[src/rtl/clkdiv_pkg.sv]
package clkdiv_pkg;

  // Width of the exponent-coded divide factor
  localparam int FACT_W   = 3;
  // Largest exponent reachable by the factor (factor max minus one)
  localparam int EXP_MAX  = (1 << FACT_W) - 2;
  // Phase counter width: holds ratio-1 for the largest ratio
  localparam int PH_W     = EXP_MAX;
  // Ratio width: holds 2^EXP_MAX
  localparam int RATIO_W  = PH_W + 1;
  // Settle counter width: holds 2 + 3 * 2^EXP_MAX
  localparam int SETTLE_W = PH_W + 3;

  // Register offsets within a window
  localparam logic [7:0] OFF_CTRL = 8'h43;
  localparam logic [7:0] OFF_EN   = 8'h46;
  localparam logic [7:0] OFF_STAT = 8'h48;
  localparam int         EN_BIT   = 7;

  typedef logic [FACT_W-1:0]   factor_t;
  typedef logic [RATIO_W-1:0]  ratio_t;
  typedef logic [SETTLE_W-1:0] settle_t;

  function automatic ratio_t ratio_of(factor_t f);
    ratio_t r;
    if (f == '0) r = ratio_t'(1);
    else         r = ratio_t'(1) << (f - factor_t'(1));
    return r;
  endfunction

  function automatic settle_t settle_of(factor_t f);
    return settle_t'(2) + settle_t'(3) * settle_t'(ratio_of(f));
  endfunction

endpackage

[src/rtl/clkdiv_regs.sv]
module clkdiv_regs
  import clkdiv_pkg::*;
#(
  parameter int DATA_W = 8
) (
  input  logic              clk,
  input  logic              rst_n,
  input  logic              hit,
  input  logic              wr,
  input  logic [7:0]        off,
  input  logic [DATA_W-1:0] wdata,
  input  logic              busy,
  output logic              en_o,
  output factor_t           act_factor_o,
  output logic              load_o,
  output settle_t           load_val_o,
  output logic [DATA_W-1:0] rdata_o
);

  localparam int SPARE_W = DATA_W - 1;

  factor_t            factor_q;
  factor_t            act_q;
  logic               en_q;
  logic [SPARE_W-1:0] spare_q;

  logic wr_ctrl;
  logic wr_en;
  logic en_new;

  assign wr_ctrl = hit && wr && (off == OFF_CTRL);
  assign wr_en   = hit && wr && (off == OFF_EN);
  assign en_new  = wdata[EN_BIT];

  // A change of the enable bit starts a settle count
  assign load_o     = wr_en && (en_new != en_q);
  // Enabling settles on the factor being applied; disabling on the running one
  assign load_val_o = en_new ? settle_of(factor_q) : settle_of(act_q);

  always_ff @(posedge clk or negedge rst_n) begin
    if (!rst_n) begin
      factor_q <= '0;
      act_q    <= '0;
      en_q     <= 1'b0;
      spare_q  <= '0;
    end else begin
      if (wr_ctrl) factor_q <= wdata[FACT_W-1:0];
      if (wr_en) begin
        en_q    <= en_new;
        spare_q <= wdata[SPARE_W-1:0];
        // Pending factor becomes active only on an enable edge
        if (en_new && !en_q) act_q <= factor_q;
      end
    end
  end

  always_comb begin
    rdata_o = '0;
    if (hit) begin
      case (off)
        OFF_CTRL: rdata_o = DATA_W'(factor_q);
        OFF_EN:   rdata_o = {en_q, spare_q};
        OFF_STAT: rdata_o = DATA_W'(busy);
        default:  rdata_o = '0;
      endcase
    end
  end

  assign en_o         = en_q;
  assign act_factor_o = act_q;

endmodule

[src/rtl/clkdiv_settle.sv]
module clkdiv_settle
  import clkdiv_pkg::*;
(
  input  logic    clk,
  input  logic    rst_n,
  input  logic    ref_tick,
  input  logic    load,
  input  settle_t load_val,
  input  logic    en,
  output logic    busy_o,
  output logic    tgt_o
);

  settle_t cnt_q;
  logic    tgt_q;
  logic    expire;

  // Count reaches zero on this edge; a reload takes precedence
  assign expire = !load && ref_tick && (cnt_q == settle_t'(1));

  always_ff @(posedge clk or negedge rst_n) begin
    if (!rst_n) begin
      cnt_q <= '0;
      tgt_q <= 1'b0;
    end else begin
      if (load)                            cnt_q <= load_val;
      else if (ref_tick && cnt_q != '0)    cnt_q <= cnt_q - settle_t'(1);
      if (expire) tgt_q <= en;
    end
  end

  assign busy_o = (cnt_q != '0);
  assign tgt_o  = tgt_q;

endmodule

[src/rtl/clkdiv_gen.sv]
module clkdiv_gen
  import clkdiv_pkg::*;
(
  input  logic    clk,
  input  logic    rst_n,
  input  logic    run,
  input  factor_t factor,
  output logic    clk_o
);

  ratio_t ph_q;
  ratio_t half;
  logic   out_q;
  logic   active;

  assign half   = ratio_of(factor);
  // Keep counting while a high phase is still in progress after a stop
  assign active = run || out_q;

  always_ff @(posedge clk or negedge rst_n) begin
    if (!rst_n) begin
      ph_q  <= '0;
      out_q <= 1'b0;
    end else if (active) begin
      if (ph_q >= half - ratio_t'(1)) begin
        ph_q  <= '0;
        out_q <= ~out_q;
      end else begin
        ph_q  <= ph_q + ratio_t'(1);
      end
    end else begin
      ph_q  <= '0;
      out_q <= 1'b0;
    end
  end

  assign clk_o = out_q;

endmodule

[src/rtl/clkdiv_bank.sv]
module clkdiv_bank
  import clkdiv_pkg::*;
#(
  parameter int               N_DIV     = 2,
  parameter int               ADDR_W    = 16,
  parameter int               DATA_W    = 8,
  parameter logic [ADDR_W-1:0] BASE_ADDR = 16'h2000
) (
  input  logic              clk,
  input  logic              rst_n,
  input  logic              ref_tick,
  input  logic              reg_wr,
  input  logic [ADDR_W-1:0] reg_addr,
  input  logic [DATA_W-1:0] reg_wdata,
  output logic [DATA_W-1:0] reg_rdata,
  output logic [N_DIV-1:0]  div_clk_o
);

  localparam int              WIN_W    = ADDR_W - 8;
  localparam logic [WIN_W-1:0] BASE_WIN = BASE_ADDR[ADDR_W-1:8];

  logic [WIN_W-1:0]  win;
  logic [7:0]        off;
  logic [N_DIV-1:0]  hit_w;
  logic [N_DIV-1:0]  busy_w;
  logic [N_DIV-1:0]  tgt_w;
  logic [N_DIV-1:0]  en_w;
  logic [DATA_W-1:0] rd_win [N_DIV];
  logic [DATA_W-1:0] rd_next;

  assign win = reg_addr[ADDR_W-1:8];
  assign off = reg_addr[7:0];

  for (genvar i = 0; i < N_DIV; i++) begin : g_div
    localparam logic [WIN_W-1:0] MY_WIN = BASE_WIN + WIN_W'(i);

    factor_t act_f;
    logic    load;
    settle_t load_val;

    assign hit_w[i] = (win == MY_WIN);

    clkdiv_regs #(.DATA_W(DATA_W)) u_regs (
      .clk          (clk),
      .rst_n        (rst_n),
      .hit          (hit_w[i]),
      .wr           (reg_wr),
      .off          (off),
      .wdata        (reg_wdata),
      .busy         (busy_w[i]),
      .en_o         (en_w[i]),
      .act_factor_o (act_f),
      .load_o       (load),
      .load_val_o   (load_val),
      .rdata_o      (rd_win[i])
    );

    clkdiv_settle u_settle (
      .clk      (clk),
      .rst_n    (rst_n),
      .ref_tick (ref_tick),
      .load     (load),
      .load_val (load_val),
      .en       (en_w[i]),
      .busy_o   (busy_w[i]),
      .tgt_o    (tgt_w[i])
    );

    clkdiv_gen u_gen (
      .clk    (clk),
      .rst_n  (rst_n),
      .run    (tgt_w[i]),
      .factor (act_f),
      .clk_o  (div_clk_o[i])
    );
  end

  always_comb begin
    rd_next = '0;
    for (int k = 0; k < N_DIV; k++) begin
      if (hit_w[k]) rd_next = rd_win[k];
    end
  end

  always_ff @(posedge clk or negedge rst_n) begin
    if (!rst_n) reg_rdata <= '0;
    else        reg_rdata <= rd_next;
  end

endmodule

[config.mk]
export PLATFORM = sky130hd
export DESIGN_NAME = clkdiv_bank
export DESIGN_NICKNAME = d
export VERILOG_FILES = /design/src/rtl/clkdiv_pkg.sv /design/src/rtl/clkdiv_regs.sv /design/src/rtl/clkdiv_settle.sv /design/src/rtl/clkdiv_gen.sv /design/src/rtl/clkdiv_bank.sv
export SDC_FILE = /design/constraint.sdc
export NUM_CORES = 1
export LEC_CHECK = 0
export BUFFER_PORTS_ARGS = -buffer_cell sky130_fd_sc_hd__buf_2
export CORE_ASPECT_RATIO = 1.75
export CORE_UTILIZATION = 33
export DETAILED_ROUTE_END_ITERATION = 10
export REMOVE_ABC_BUFFERS = 1
export SYNTH_ARGS = -nofsm -noshare
export SYNTH_HDL_FRONTEND = slang
export SYNTH_SLANG_ARGS = --single-unit
[constraint.sdc]
create_clock -name clk -period 5 [get_ports clk]
set_clock_uncertainty 0.15 [all_clocks]
set_input_delay 1 -clock clk [delete_from_list [all_inputs] [get_ports clk]]
set_output_delay 1 -clock clk [all_outputs]
set_load 0.01 [all_outputs]
==> impl_results.md, run 1 <==
* Post-Synth Adder-Cell Area at a little under a fifth
* Worst R2R Path Depth at 12
* Core area at 17500 sq um
* WS Path Type: reg -> reg
* Crit path required time at 5.04 ns
* Final min period at 3.45 ns
* Leak Pwr at 3.30 nW
* RSZ-0062 raised after global routing: false
* Initial Utilization at 33.8%
* Pint at 0.00128 W
* VDD IR max at about 0.18 mV
* Worst Setup End Kind: flip-flop
* Max cap viols at 0
* Syn Inst Count at 631
* Yosys warnings at 0
* Outcome: finished, final reports clean
* Worst-path clk slew at 0.06 ns
* Largest net degree at the start of global routing at 73
* RR Endpoint: g_div[1].u_settle.cnt_q[8]$_DFFE_PN0P_
* DIE HEIGHT at 179 um
* Max frequency at 290 MHz
* Clock Latency Late Sink at ~0.35 ns
* Vias at about 4600
* Initial DRT Pass Iterations at 4
* Hold Path Sink: g_div[0].u_gen.ph_q[0]$_DFF_PN0_
* Synth Area in Compound Gates at roughly 15%
* Post-Synth Simple-Gate Area at 19.9%
* Fill count at 1796
* Post-CTS Hold Buffers at 0
* Number of gates resized after CTS at 0
* Syn-to-layout area delta at 12.4%
* Port buffer count at 37
* GRT Resource Usage Total at ~16%
* Finished Layout Cells at between 800 and 900
* Aggregate global routing overflow at 0
* Worst reg2reg path startpoint: g_div[1].u_regs.factor_q[1]$_DFFE_PN0P_
* Post-synth EDFFs at 0
* Hold Path Origin: g_div[0].u_gen.ph_q[0]$_DFF_PN0_
* Reg power frac at between 40% and 50%
* Placed cells at ~880
* Nets at 774
* Total CTS buffers at 9
* Routed Antenna Nets at 0
* FFs w/ async S/R, synth at between 90% and 100%
* # rows at 64
* First-pass GRT wire length at 22600 um
* Syn Area/Cell at between 9 and 10 sq um
* Routability cong. at between 0.7 and 0.8
* I/O pin cnt at 38
* Power density over the cells at 278 nW/um^2
* Antenna cells at 0
* Clk buf depth at 2
* Critical Path AT at 3.49 ns
* WL final at 13600 um
* Violation count after the first detailed-route iteration at 164
* Hold depth at 1
* Post-CTS setup buffer count at 0
* Post-synth cell types at 62
* Switching share of power at 30.7%
* Seq/Total Area, Yosys at 30.4%
* Setup violators final at 0
* Hold Path Class: reg -> reg
* Detailed placement HPWL at 10800 um
* Vias in the first global route at 4711
* Initial antenna violation count at 0
* H-tree Lvls at 3
* Clk sinks at 72
* Top_reg_cell synth: dfrtp_1
* Worst setup SP type: flip-flop
* Final Slew Violations at 0
* DRC errors left at 0
* Crit Path Max Fanout at 11
* Multiplexer share of the synthesized area at 8.32%
* Share of cells above drive strength 1 at 16.2%
* CTS tree: built
* Drt wl/cell at 15.1 um
* Vias/cell at ~5.1
* Setup TNS at 0 ns
* Yosys reg bits at between 70 and 80
* Final worst path period share at between 60 and 70%
* Die ar. at between 15000 and 20000 sq um
* Worst slew margin at between 30% and 40%
* R2R setup slack at around 1.5 ns
* Fin. Hold Viols at 0
* Die W at 103 um
* Net switching power at 0.000568 W
* Largest family of logic cells by synthesized area: simple AND/OR/NAND/NOR gates
* Clk Tree Root Cell: clkbuf_16
* Slew @ Worst Pin at 0.942 ns
* Clock power frac at roughly 40%
* Combinational fraction of design power at between 10% and 20%
* Post-Synth XOR/XNOR Area at 3.70%
* Post-Syn Area at 5920 sq um
[flip-flops by register name (all words and copies together) (netlist names)]
| signal | flops |
|---|---|
| g_div.u_gen.clk_o | 2 |
| g_div.u_gen.ph_q | 14 |
| g_div.u_regs.act_factor_o | 6 |
| g_div.u_regs.en_o | 2 |
| g_div.u_regs.factor_q | 6 |
| g_div.u_regs.spare_q | 14 |
| g_div.u_settle.cnt_q | 18 |
| g_div.u_settle.tgt_o | 2 |
| reg_rdata | 8 |
[per-layer routing]
metal | GRT usage [%] | part of all wire, % | vias up
met3 | 1.83 | 1.4 | 17
met4 | 7.10 | 2.3 | 0
met2 | 33.3 | 60 | 37
li1 | - | - | 2322
met1 | 15.1 | 36 | 2212
met5 | 0 | 0 | -
[through the flow]
step / setup WS, ns / total power, W / utilization, % / instance area, sq um / hold WS, ns
after detailed placement: 1.45 / 0.00113 / 36.1 / 6320 / 0.338
after CTS: 1.53 / 0.00187 / 38.0 / 6660 / 0.347
after global placement: 1.51 / 0.00113 / 36.1 / 6320 / 0.326
after floorplan: 1.84 / 0.00100 / - / 5850 / 0.296
final: 1.55 / 0.00185 / 38.0 / 6660 / 0.340
after global routing: 1.30 / 0.00195 / 38.0 / 6660 / 0.372
[kinds of logic after synthesis]
| logic type | after synthesis |
|---|---|
| simple gates | 206 |
| other cells | 1 |
| flops | 72 |
| buf+inv | 64 |
| fa+ha+maj | 84 |
| mux | 45 |
| compound gates | 134 |
| xor+xnor | 25 |
[power by group through the flow]
stage	sequential, W	combinational [W]	clock, W
after floorplan	0.000741	0.000260	0
after global placement	0.000767	0.000359	0
after detailed placement	0.000767	0.000361	0
after CTS	0.000756	0.000364	0.000753
after global routing	0.000772	0.000410	0.000770
final	0.000755	0.000358	0.000738
[worst max-delay path: stages, from the launching register on]
cell and delay [ns]:
dfrtp_1 0.53, nor2_1 0.08, ha_1 0.34, or3b_2 0.47
inv_1 0.07, ha_1 0.22, ha_1 0.24, fa_1 0.42
a21o_1 0.18, a21oi_1 0.22, o211ai_1 0.11, o311ai_0 0.14
o21ai_0 0.13
[cells in the mapped netlist, types with 6 or more instances]
cell type	number	area [sq um]
o31ai_1	6	45.0
xnor2_1	17	149
nand3_1	10	50.1
mux2i_1	11	110
dfrtp_1	72	1800
nand2b_1	14	87.6
nor3_1	11	55.1
xor2_1	8	70.1
a21o_1	12	90.1
ha_1	80	1000
clkbuf_1	16	60.1
o21ai_0	25	125
a22oi_1	9	67.6
and3_1	11	68.8
or3_1	7	43.8
nor2_1	60	225
inv_1	44	165
nand3b_1	6	45.0
mux2_2	30	338
a21oi_1	33	165
nand2_1	36	135
o211ai_1	8	60.1
nor2b_1	13	81.3
a211oi_1	10	75.1
[worst max path at each step]
stage / from / endpoint / slack (ns)
after floorplan: g_div[1].u_regs.factor_q[0]$_DFFE_PN0P_ / g_div[1].u_settle.cnt_q[8]$_DFFE_PN0P_ / 1.84
after CTS: g_div[0].u_regs.factor_q[1]$_DFFE_PN0P_ / g_div[0].u_settle.cnt_q[8]$_DFFE_PN0P_ / 1.53
after global placement: reg_wdata[7] / g_div[0].u_settle.tgt_o$_DFFE_PN0P_ / 1.51
final: g_div[1].u_regs.factor_q[1]$_DFFE_PN0P_ / g_div[1].u_settle.cnt_q[8]$_DFFE_PN0P_ / 1.55
after global routing: g_div[0].u_regs.factor_q[0]$_DFFE_PN0P_ / g_div[0].u_settle.cnt_q[8]$_DFFE_PN0P_ / 1.30
after detailed placement: reg_wdata[7] / g_div[0].u_settle.tgt_o$_DFFE_PN0P_ / 1.45
[final cells by class]
class / count / area (sq um) / share of cell area (%)
repair buffers: 37 / 188 / 2.82
clock inverters: 6 / 97.6 / 1.47
inverters: 44 / 165 / 2.48
clock buffers: 10 / 239 / 3.59
multi-input cells: 498 / 3880 / 58.2
well taps: 231 / 289 / 4.34
flip-flops and latches: 72 / 1800 / 27.1
[placed cells by master (no fill, tap or decap), drive strengths merged, types with 13 or more instances in the layout]
cell    Yosys  layout
mux2       34      34
o21ai      25      25
ha         80      80
nor2       62      62
a21oi      33      33
nand2      36      36
inv        44      48
dfrtp      72      72
xnor2      17      17
buf         4      37
nand2b     14      14
nor2b      13      13
No activity file was read; power rests on OpenSTA's default activity.
==> inputs of run 2 (changes only) <==
==> constraint.sdc (replaced) <==
create_clock -name clk -period 3.5 [get_ports clk]
set_clock_uncertainty 0.15 [all_clocks]
set_input_delay 0.7 -clock clk [delete_from_list [all_inputs] [get_ports clk]]
set_output_delay 0.7 -clock clk [all_outputs]
set_load 0.01 [all_outputs]
==> run 2 against run 1 <==
Against the previous run:
- sequential share of layout area fell by 0.29 points
- cell count rose by 1.2%
- highest routed layer unchanged
- sequential cell count did not move
==> impl_results.md, run 2 (synthesized netlist as in run 1, its figures left out) <==
* Outcome: finished, final reports clean
* Largest register FFs at 18 (unchanged)
* Clk buf depth at 2 (unchanged)
* Setup TNS at 0 ns (unchanged)
* Most numerous cell on the critical path: ha_1
* Vias in the first global route at 4629 (-1.7%)
* Core area at 17500 sq um (unchanged)
* Syn-to-layout area delta at 13.6%
* Worst-path clk slew at 0.07 ns (about the same)
* Most flops, register: g_div.u_settle.cnt_q
* Clk Tree Root Cell: clkbuf_16
* Fill count at 1749 (-2.6%)
* Vias at 4630 (+0.92%)
* Port buffer count at 37 (unchanged)
* Initial DRT Pass Iterations at 4 (unchanged)
* Highest-delay cell along the critical path: or3b_2
* Nets at 785 (+1.4%)
* RR Endpoint: g_div[1].u_settle.cnt_q[8]$_DFFE_PN0P_
* Number of gates resized after CTS at 0 (unchanged)
* # rows at 64 (unchanged)
* Clock Latency Late Sink at 0.34 ns (about the same)
* DIE HEIGHT at 179 um (unchanged)
* Critical Path AT at 3.31 ns (-0.18 ns)
* Hold Path Class: in -> async
* Crit Path Max Fanout at 6 (-5)
* WS Path Type: reg -> reg
* Largest net degree at the start of global routing at 73 (unchanged)
* Detailed placement HPWL at 10900 um (+0.87%)
* Biggest regs: g_div.u_settle.cnt_q x18, g_div.u_gen.ph_q x14, g_div.u_regs.spare_q x14
* R2R setup slack at 0.24 ns (-1.30 ns)
* CTS tree: built
* Routed Antenna Nets at 0 (unchanged)
* Final min period at 3.26 ns (-0.195 ns)
* Crit path required time at 3.55 ns (-1.49 ns)
* Final Slew Violations at 0 (unchanged)
* Worst setup SP type: flip-flop
* Leak Pwr at 3.34 nW (+1.3%)
* Slew @ Worst Pin at 0.933 ns (-0.00878 ns)
* Antenna cells at 0 (unchanged)
* Total CTS buffers at 9 (unchanged)
* Aggregate global routing overflow at 0 (unchanged)
* Setup violators final at 0 (unchanged)
* Post-CTS setup buffer count at 0 (unchanged)
* Fin util at 38.4% (+0.41 points)
* Worst R2R Path Depth at 11 (-1)
* Max frequency at 307 MHz (+6.0%)
* Worst Setup End Kind: flip-flop
* RSZ-0062 raised after global routing: false
* Vias/cell at 5.09 (-0.31%)
* Worst hold margin at 0.341 ns (+0.00114 ns)
* Worst reg2reg path startpoint: g_div[1].u_regs.factor_q[2]$_DFFE_PN0P_
* VDD IR max at 0.214 mV (+20%)
* Post-CTS Hold Buffers at 0 (unchanged)
* Routability cong. at 0.788 (-0.22%)
* Die ar. at 18500 sq um (unchanged)
* First-pass GRT wire length at 22400 um (-0.89%)
* Final worst path period share at 93.1% (+24 points)
* H-tree Lvls at 3 (unchanged)
* Fin. Hold Viols at 0 (unchanged)
* Share of cells above drive strength 1 at 18.0% (+1.8 points)
* Power density over the cells at 380 nW/um^2 (+37%)
* Drt wl/cell at 15.0 um (-0.80%)
* Max cap viols at 0 (unchanged)
* Worst-path cell chain: ha_1 > or3b_2 > inv_1 > ha_1 > ha_1 > fa_1 > a21o_1 > a21oi_2 > o211ai_1 > o311ai_0 > o21ai_0
* Worst slew margin at 37.8% (+0.59 points)
* Initial antenna violation count at 0 (unchanged)
* Violation count after the first detailed-route iteration at 129 (-21%)
* Die W at 103 um (unchanged)
* Commonest non-fill, non-tap cells in the layout: 80 x ha_1, 72 x dfrtp_1, 60 x nor2_1, 44 x inv_1
* Clk sinks at 72 (unchanged)
* WL final at 13600 um (+0.41%)
* Max incr delay on CP at 0.48 ns (-0.05 ns)
* GRT Resource Usage Total at 15.9% (-0.24 points)
* I/O pin cnt at 38 (unchanged)
* DRC errors left at 0 (unchanged)
* Initial Utilization at 33.8% (unchanged)
* Most common cell after layout, fill and taps aside: ha_1
run 2: changes by cell type in the layout (fill, tap and decap cells not counted), sizes merged:
cell | before | now
bufinv | 2 | 1
buf | 37 | 48
clkinv | 0 | 2
inv | 48 | 47
run 2: area by class of cell:
class | count | area [sq um] | area share (%)
Multi-Input combinational cell | 498 | 3890 | 57.8
Sequential cell | 72 | 1800 | 26.8
Tap cell | 231 | 289 | 4.29
Timing Repair Buffer | 48 | 270 | 4.01
Clock buffer | 10 | 239 | 3.55
Inverter | 44 | 165 | 2.45
Clock inverter | 6 | 73.8 | 1.10
run 2: layer usage:
layer  vias up  part of all wire (%)  GRT usage [%]
met5         -                     0              0
met1      2218                    37           15.7
li1       2346                     -              -
met3        21                   1.9           1.79
met2        45                    58           32.4
met4         0                   2.7           6.22
run 2: report_power, final:
part,switching [W],internal (W)
clock,0.000394,0.000582
combinational,0.000274,0.000233
sequential,0.000126,0.000947
total,0.000794,0.00176
run 2: how the worst max path moves through the flow:
stage	slack [ns]	end	startpoint
after floorplan	0.34	g_div[1].u_settle.cnt_q[8]$_DFFE_PN0P_	g_div[1].u_regs.factor_q[0]$_DFFE_PN0P_
after CTS	0.16	g_div[1].u_settle.cnt_q[8]$_DFFE_PN0P_	g_div[1].u_regs.factor_q[2]$_DFFE_PN0P_
after detailed placement	0.17	g_div[1].u_settle.cnt_q[8]$_DFFE_PN0P_	g_div[1].u_regs.factor_q[2]$_DFFE_PN0P_
final	0.24	g_div[1].u_settle.cnt_q[8]$_DFFE_PN0P_	g_div[1].u_regs.factor_q[2]$_DFFE_PN0P_
after global placement	0.20	g_div[1].u_settle.cnt_q[8]$_DFFE_PN0P_	g_div[1].u_regs.factor_q[2]$_DFFE_PN0P_
after global routing	0.04	g_div[1].u_settle.cnt_q[8]$_DFFE_PN0P_	g_div[1].u_regs.factor_q[2]$_DFFE_PN0P_
run 2: worst max-delay path: cells and delay by family (launching register included):
kind            cells  cell delay (ns)
simple gates        1             0.48
flops               1             0.44
fa+ha+maj           4             1.25
buf+inv             1             0.07
compound gates      5             0.75
run 2: metrics by stage:
stage	instance area, sq um	setup slack [ns]	total power, W	cells
after global routing	6730	0.0391	0.00270	909
after global placement	6400	0.202	0.00159	893
final	6730	0.242	0.00256	909
after floorplan	5850	0.342	0.00143	614
after detailed placement	6400	0.171	0.00159	893
after CTS	6720	0.156	0.00257	909
